--- src/rtl/fdc_pkg.sv ---
package fdc_pkg;

    localparam int ADDR_W      = 13;
    localparam int IDX_SHIFT   = 9;
    localparam int IDX_W       = ADDR_W - IDX_SHIFT;
    localparam int DATA_W      = 8;
    localparam int NUM_LATCH   = 8;
    localparam int LSEL_W      = $clog2(NUM_LATCH);
    localparam int UNLOCK_LEN  = 4;
    localparam int STEP_W      = $clog2(UNLOCK_LEN);

    localparam logic [DATA_W-1:0] DRV_PRESENT_Q = 8'h77;
    localparam logic [DATA_W-1:0] SENSE_FLAG    = 8'h08;

    typedef enum logic [LSEL_W-1:0] {
        LT_PH0    = 3'd0,
        LT_PH1    = 3'd1,
        LT_PH2    = 3'd2,
        LT_PH3    = 3'd3,
        LT_MOTOR  = 3'd4,
        LT_DRVSEL = 3'd5,
        LT_Q6     = 3'd6,
        LT_Q7     = 3'd7
    } latch_e;

    typedef enum logic [IDX_W-1:0] {
        EW_DATA   = 4'd0,
        EW_MARK   = 4'd1,
        EW_CRC    = 4'd2,
        EW_PARAM  = 4'd3,
        EW_PHASE  = 4'd4,
        EW_SETUP  = 4'd5,
        EW_MCLR   = 4'd6,
        EW_MSET   = 4'd7,
        ER_DATA   = 4'd8,
        ER_MARK   = 4'd9,
        ER_ERROR  = 4'd10,
        ER_PARAM  = 4'd11,
        ER_PHASE  = 4'd12,
        ER_SETUP  = 4'd13,
        ER_STATUS = 4'd14,
        ER_HSHK   = 4'd15
    } enh_idx_e;

    typedef struct packed {
        logic              valid;
        logic              write;
        logic [IDX_W-1:0]  idx;
        logic [DATA_W-1:0] wdata;
    } access_t;

    function automatic logic [IDX_W-1:0] idx_of(input logic [ADDR_W-1:0] addr);
        return addr[ADDR_W-1:IDX_SHIFT];
    endfunction

    function automatic logic [DATA_W-1:0] unlock_code(input logic [STEP_W-1:0] step);
        logic [DATA_W-1:0] code;
        case (step)
            2'd1:    code = 8'h17;
            default: code = 8'h57;
        endcase
        return code;
    endfunction

endpackage

--- src/rtl/fdc_legacy_latches.sv ---
module fdc_legacy_latches
    import fdc_pkg::*;
#(
    parameter int N_LATCH = NUM_LATCH,
    parameter int DW      = DATA_W
) (
    input  logic               clk,
    input  logic               rst,
    input  access_t            acc,
    input  logic               legacy_en,
    output logic [N_LATCH-1:0] latch_q,
    output logic               mode_we,
    output logic [DW-1:0]      data_q,
    output logic [DW-1:0]      mode_q
);

    logic [N_LATCH-1:0] latch_nxt;
    logic               hit;
    logic               cap_we;
    logic               data_we;

    assign hit = acc.valid && legacy_en;

    always_comb begin
        latch_nxt = latch_q;
        if (hit) begin
            latch_nxt[acc.idx[IDX_W-1:1]] = acc.idx[0];
        end
    end

    generate
        for (genvar g = 0; g < N_LATCH; g++) begin : g_latch
            always_ff @(posedge clk) begin
                if (rst) begin
                    latch_q[g] <= 1'b0;
                end else if (hit && (acc.idx[IDX_W-1:1] == g[LSEL_W-1:0])) begin
                    latch_q[g] <= latch_nxt[g];
                end
            end
        end
    endgenerate

    // The capture decision sees the latch values after this access's update.
    assign cap_we  = hit && acc.write && latch_nxt[LT_Q6] && latch_nxt[LT_Q7];
    assign data_we = cap_we && latch_nxt[LT_MOTOR];
    assign mode_we = cap_we && !latch_nxt[LT_MOTOR];

    always_ff @(posedge clk) begin
        if (rst) begin
            data_q <= '0;
            mode_q <= '0;
        end else begin
            if (data_we) data_q <= acc.wdata;
            if (mode_we) mode_q <= acc.wdata;
        end
    end

endmodule

--- src/rtl/fdc_unlock_detect.sv ---
module fdc_unlock_detect
    import fdc_pkg::*;
#(
    parameter int DW = DATA_W
) (
    input  logic          clk,
    input  logic          rst,
    input  logic          step_en,
    input  logic [DW-1:0] value,
    output logic          unlocked
);

    logic [STEP_W-1:0] step_q;
    logic              match;
    logic              last;

    assign match = (value == unlock_code(step_q));
    assign last  = (step_q == STEP_W'(UNLOCK_LEN - 1));

    always_ff @(posedge clk) begin
        if (rst) begin
            step_q   <= '0;
            unlocked <= 1'b0;
        end else if (step_en && match) begin
            if (last) begin
                step_q   <= '0;
                unlocked <= 1'b1;
            end else begin
                step_q <= step_q + 1'b1;
            end
        end
    end

endmodule

--- src/rtl/fdc_enh_regs.sv ---
module fdc_enh_regs
    import fdc_pkg::*;
#(
    parameter int DW = DATA_W
) (
    input  logic          clk,
    input  logic          rst,
    input  logic          enh_en,
    input  access_t       acc,
    output logic [DW-1:0] phase_q,
    output logic [DW-1:0] ctrl_q,
    output logic [DW-1:0] rd_q
);

    logic wr;

    assign wr = enh_en && acc.valid && acc.write;

    always_ff @(posedge clk) begin
        if (rst) begin
            phase_q <= '0;
            ctrl_q  <= '0;
        end else if (wr) begin
            case (enh_idx_e'(acc.idx))
                EW_PHASE: phase_q <= acc.wdata;
                EW_MCLR:  ctrl_q  <= ctrl_q & ~acc.wdata;
                EW_MSET:  ctrl_q  <= ctrl_q | acc.wdata;
                default:  ;
            endcase
        end
    end

    always_comb begin
        rd_q = '0;
        case (enh_idx_e'(acc.idx))
            ER_PHASE: rd_q = phase_q;
            ER_HSHK:  rd_q = (phase_q == DRV_PRESENT_Q) ? SENSE_FLAG : '0;
            default:  rd_q = '0;
        endcase
    end

endmodule

--- src/rtl/fdc_regfront.sv ---
module fdc_regfront
    import fdc_pkg::*;
(
    input  logic              clk,
    input  logic              rst,
    input  logic              acc_valid,
    input  logic              acc_write,
    input  logic [ADDR_W-1:0] acc_addr,
    input  logic [DATA_W-1:0] acc_wdata,
    output logic [DATA_W-1:0] rd_data,
    output logic              enh_mode,
    output logic [NUM_LATCH-1:0] sw_latch,
    output logic [DATA_W-1:0] leg_data,
    output logic [DATA_W-1:0] leg_mode,
    output logic [DATA_W-1:0] ctrl_mode
);

    access_t           acc;
    logic              mode_we;
    logic [DATA_W-1:0] phase_q;
    logic [DATA_W-1:0] enh_rd;

    assign acc.valid = acc_valid;
    assign acc.write = acc_write;
    assign acc.idx   = idx_of(acc_addr);
    assign acc.wdata = acc_wdata;

    fdc_legacy_latches #(.N_LATCH(NUM_LATCH), .DW(DATA_W)) u_legacy (
        .clk       (clk),
        .rst       (rst),
        .acc       (acc),
        .legacy_en (!enh_mode),
        .latch_q   (sw_latch),
        .mode_we   (mode_we),
        .data_q    (leg_data),
        .mode_q    (leg_mode)
    );

    fdc_unlock_detect #(.DW(DATA_W)) u_unlock (
        .clk      (clk),
        .rst      (rst),
        .step_en  (mode_we),
        .value    (acc_wdata),
        .unlocked (enh_mode)
    );

    fdc_enh_regs #(.DW(DATA_W)) u_enh (
        .clk     (clk),
        .rst     (rst),
        .enh_en  (enh_mode),
        .acc     (acc),
        .phase_q (phase_q),
        .ctrl_q  (ctrl_mode),
        .rd_q    (enh_rd)
    );

    assign rd_data = enh_mode ? enh_rd : '0;

endmodule

--- config.mk ---
export PLATFORM = sky130hd
export DESIGN_NAME = fdc_regfront
export DESIGN_NICKNAME = d
export VERILOG_FILES = /design/src/rtl/fdc_pkg.sv /design/src/rtl/fdc_legacy_latches.sv /design/src/rtl/fdc_unlock_detect.sv /design/src/rtl/fdc_enh_regs.sv /design/src/rtl/fdc_regfront.sv
export SDC_FILE = /design/constraint.sdc
export NUM_CORES = 1
export LEC_CHECK = 0
export BUFFER_PORTS_ARGS = -buffer_cell sky130_fd_sc_hd__buf_2
export CORE_MARGIN = 10
export CORE_UTILIZATION = 36
export DETAILED_ROUTE_END_ITERATION = 10
export PLACE_DENSITY = 0.61
export SLEW_MARGIN = 20
export SYNTH_ARGS = -nofsm -noshare
export SYNTH_HDL_FRONTEND = slang
export SYNTH_SLANG_ARGS = --single-unit
export TNS_END_PERCENT = 100
--- constraint.sdc ---
create_clock -name clk -period 2.23 [get_ports clk]
set_clock_uncertainty 0.05 [all_clocks]
set_input_delay 0.1115 -clock clk [delete_from_list [all_inputs] [get_ports clk]]
set_output_delay 0.1115 -clock clk [all_outputs]
set_load 0.02 [all_outputs]
==> out/results.tsv <==
metric	value	unit
status	finished, final reports clean	
average routed wire per standard cell	14.63	µm
instance area at placement	2241	µm²
proportion of synthesized flip-flops having asynchronous set or reset	0	%
Worst slew margin	46.93	%
I/O pin count	66	
average cell area after synthesis	9.366	µm²
hold buffer count at cts	0	
Die Ht	93.21	µm
complex-gate fraction of the synthesized area	8.366	%
proportion of layout cells with a drive suffix above 1	29.50	%
DRT iter0 DRCs	63	
Fmax achieved	524.7	MHz
Synth top area share	44.62	%
share of synthesized area occupied by flip-flops and latches	44.62	%
Mapped Cells	206	
DR DRC count	0	
clock period minus worst slack	1.906	ns
global-route wire length before repair	7.645	mm
number of nets in the layout	287	
clock sink total	43	
CP delay by family, top	simple AND/OR/NAND/NOR gates	
total inserted antenna cells	0	
number of cell rows	26	
die area	8687	µm²
clock tree from TritonCTS	yes	
class of the tightest hold or removal check	input pin to flop	
antenna violations before repair	0	
count of flip-flops with a built-in enable after synthesis	0	
multiplexer area fraction after synthesis	15.05	%
Worst Setup Slack post-DPL	0.3868	ns
first-pass detailed-route iteration total	4	
Fill cells	551	
number of buffer and inverter instances along the worst setup path	1	
highest-delay cell along the critical path	or4b_2	
HP Start	acc_wdata[1]	
adder-cell area share of the yosys netlist	1.297	%
maximum net fanout on the critical path	3	
number of levels in the clock H-tree	2	
Cells on Worst Hold Path	3	
number of warnings printed during yosys synthesis	0	
total count of max-transition violations in the final report	0	
total congestion overflow	0	
cell depth of the worst flop-to-flop path	5	
transition at the pin with the smallest max-transition slack	0.7961	ns
startpoint types	flop	
most frequent standard cell in the layout excluding fill and tap cells	buf_2	
cell area after technology mapping	1929	µm²
estimated wirelength of the detail-placed design	3.586	mm
placed instance count	323	
final worst setup slack	0.3241	ns
VDD IR-drop max	0.0003371	V
XOR/XNOR Fraction of Synth Area	0.4540	%
Die X-Extent	93.21	µm
count of maximum capacitance violations	0	
power density normalized to cell area	626.3	nW/µm²
Synth area leader	dfxtp_1	
delay of the slowest cell on the worst path	0.62	ns
count of distinct cell types in the synthesized netlist	39	
chain of cells forming the critical path	nand4_1 -> or4b_2 -> a21boi_0 -> buf_2	
via count of the first global-routing pass	1527	
leading register cell type out of synthesis	dfxtp_1	
path type of the worst setup path	flop to primary output	
setup bufs post-CTS	0	
Worst-path clk slew	0.09	ns
commonest cells after routing, fill and taps aside	56 x buf_2, 43 x dfxtp_1, 32 x nor2_1	
CP arrival	1.74	ns
leakage	1.115	nW
pin count of the biggest net entering global routing	44	
number of buffers on the longest clock path	2	
detail-routed via count per cell	4.785	
main combinational cell family by area after synthesis	simple AND/OR/NAND/NOR gates	
last weighted congestion value of the routability-driven placer	0.7323	
count of port buffers added during placement	56	
Total Routing Usage GR	10.91	%
slack of the worst reg-to-reg path	0.38	ns
number of buffers created by CTS	5	
area grow syn2layout	21.98	%
Hold Violations, Final	0	
final clock period utilization by the worst path	85.47	%
total wire length	4.841	mm
Final Instance Count excl. Fillers	331	
Core Area	5140	µm²
final hold slack	0.07876	ns
RR Endpoint	u_unlock.step_q[0]$_SDFFE_PP0P_	
Setup-failing EPs final	0	
largest cells by area after synthesis	dfxtp_1 45%, mux2i_1 15%, nor2_1 6.2%, nand3_1 4.4%, nand2_1 4.1%	
Synth Area in Simple Gates	25.94	%
kind of end point of the critical path	primary output	
sum of negative setup slack	0	ns
Gates resized, CTS repair	0	
initial core utilization	37.54	%
clock latency on the worst-skew pair	0.29	ns
Antenna Nets Post-Route	0	
via count	1584	
clock tree root buffer cell	clkbuf_8	
reg-to-reg critical path startpoint	u_unlock.unlocked$_SDFFE_PP0P_	
RSZ-0062 raised after global routing	no	
required time at the worst-slack endpoint	2.07	ns
post-synth net total	233	
final std cell area, no fill	2354	µm²
register bit total from synthesis	43	
-- worst reg2reg max path: stages, from the launching register on --
cell and delay (ns):
dfxtp_1 0.39, and2b_2 0.33, o2111ai_4 0.16, nand4bb_1 0.23, or4_1 0.48, a21oi_1 0.14
-- layout make-up --
class	count	area, µm²	area share (%)
multi-input combinational	150	985.9	41.89
sequential	43	860.8	36.58
timing repair buffer	59	302.8	12.87
tap	70	87.58	3.721
clock buffer	5	68.82	2.924
clock inverter	3	43.79	1.861
inverter	1	3.754	0.1595
-- per-layer routing --
layer | vias up | routed length [µm] | GRT usage [%]
met2 | 45 | 2010 | 15.89
met1 | 716 | 2295 | 13.36
met4 | 0 | 43 | 3.085
met3 | 5 | 491 | 6.235
met5 | - | 0 | 0
li1 | 818 | - | -
-- where the power goes --
part / internal, mW / leakage (nW) / switching [mW]
Sequential: 0.770 / 0.346 / 0.00184
Combinational: 0.0289 / 0.711 / 0.0640
Clock: 0.334 / 0.0581 / 0.275
-- per-stage QoR --
step	util (%)	total power, mW
2_1_floorplan	-	0.8463
3_3_place_gp	43.60	0.8836
3_5_place_dp	43.60	0.8837
4_1_cts	45.79	1.489
5_1_grt	45.79	1.533
6_report	45.79	1.474
-- worst max-delay path by stage --
stage / start / depth (start not counted) / end / slack [ns]
after global routing: u_enh.phase_q[4]$_SDFFE_PP0P_ / 4 / rd_data[3] / 0.15
after detailed placement: u_unlock.unlocked$_SDFFE_PP0P_ / 5 / u_unlock.step_q[0]$_SDFFE_PP0P_ / 0.39
final: u_enh.phase_q[4]$_SDFFE_PP0P_ / 4 / rd_data[3] / 0.32
after global placement: u_unlock.unlocked$_SDFFE_PP0P_ / 5 / u_unlock.step_q[0]$_SDFFE_PP0P_ / 0.39
after CTS: u_enh.phase_q[4]$_SDFFE_PP0P_ / 4 / rd_data[3] / 0.32
after floorplan: u_unlock.unlocked$_SDFFE_PP0P_ / 6 / u_unlock.step_q[0]$_SDFFE_PP0P_ / 0.26
-- cell families (layout without fill, tap and decap cells) --
logic type / Yosys count / after routing
simple gates: 97 / 97
flops: 43 / 43
mux: 29 / 29
compound gates: 21 / 21
buf+inv: 13 / 68
fa+ha+maj: 2 / 2
xor+xnor: 1 / 1
-- cells in the mapped netlist (2+ instances only) --
library cell	n
dfxtp_1	43
nor2_1	32
mux2i_1	29
nand2_1	21
nand3_1	17
a21oi_1	13
and2_1	7
clkbuf_1	7
buf_6	4
and3_1	2
ha_1	2
nand4_1	2
Note: power is estimated with default switching activity, not from simulation.
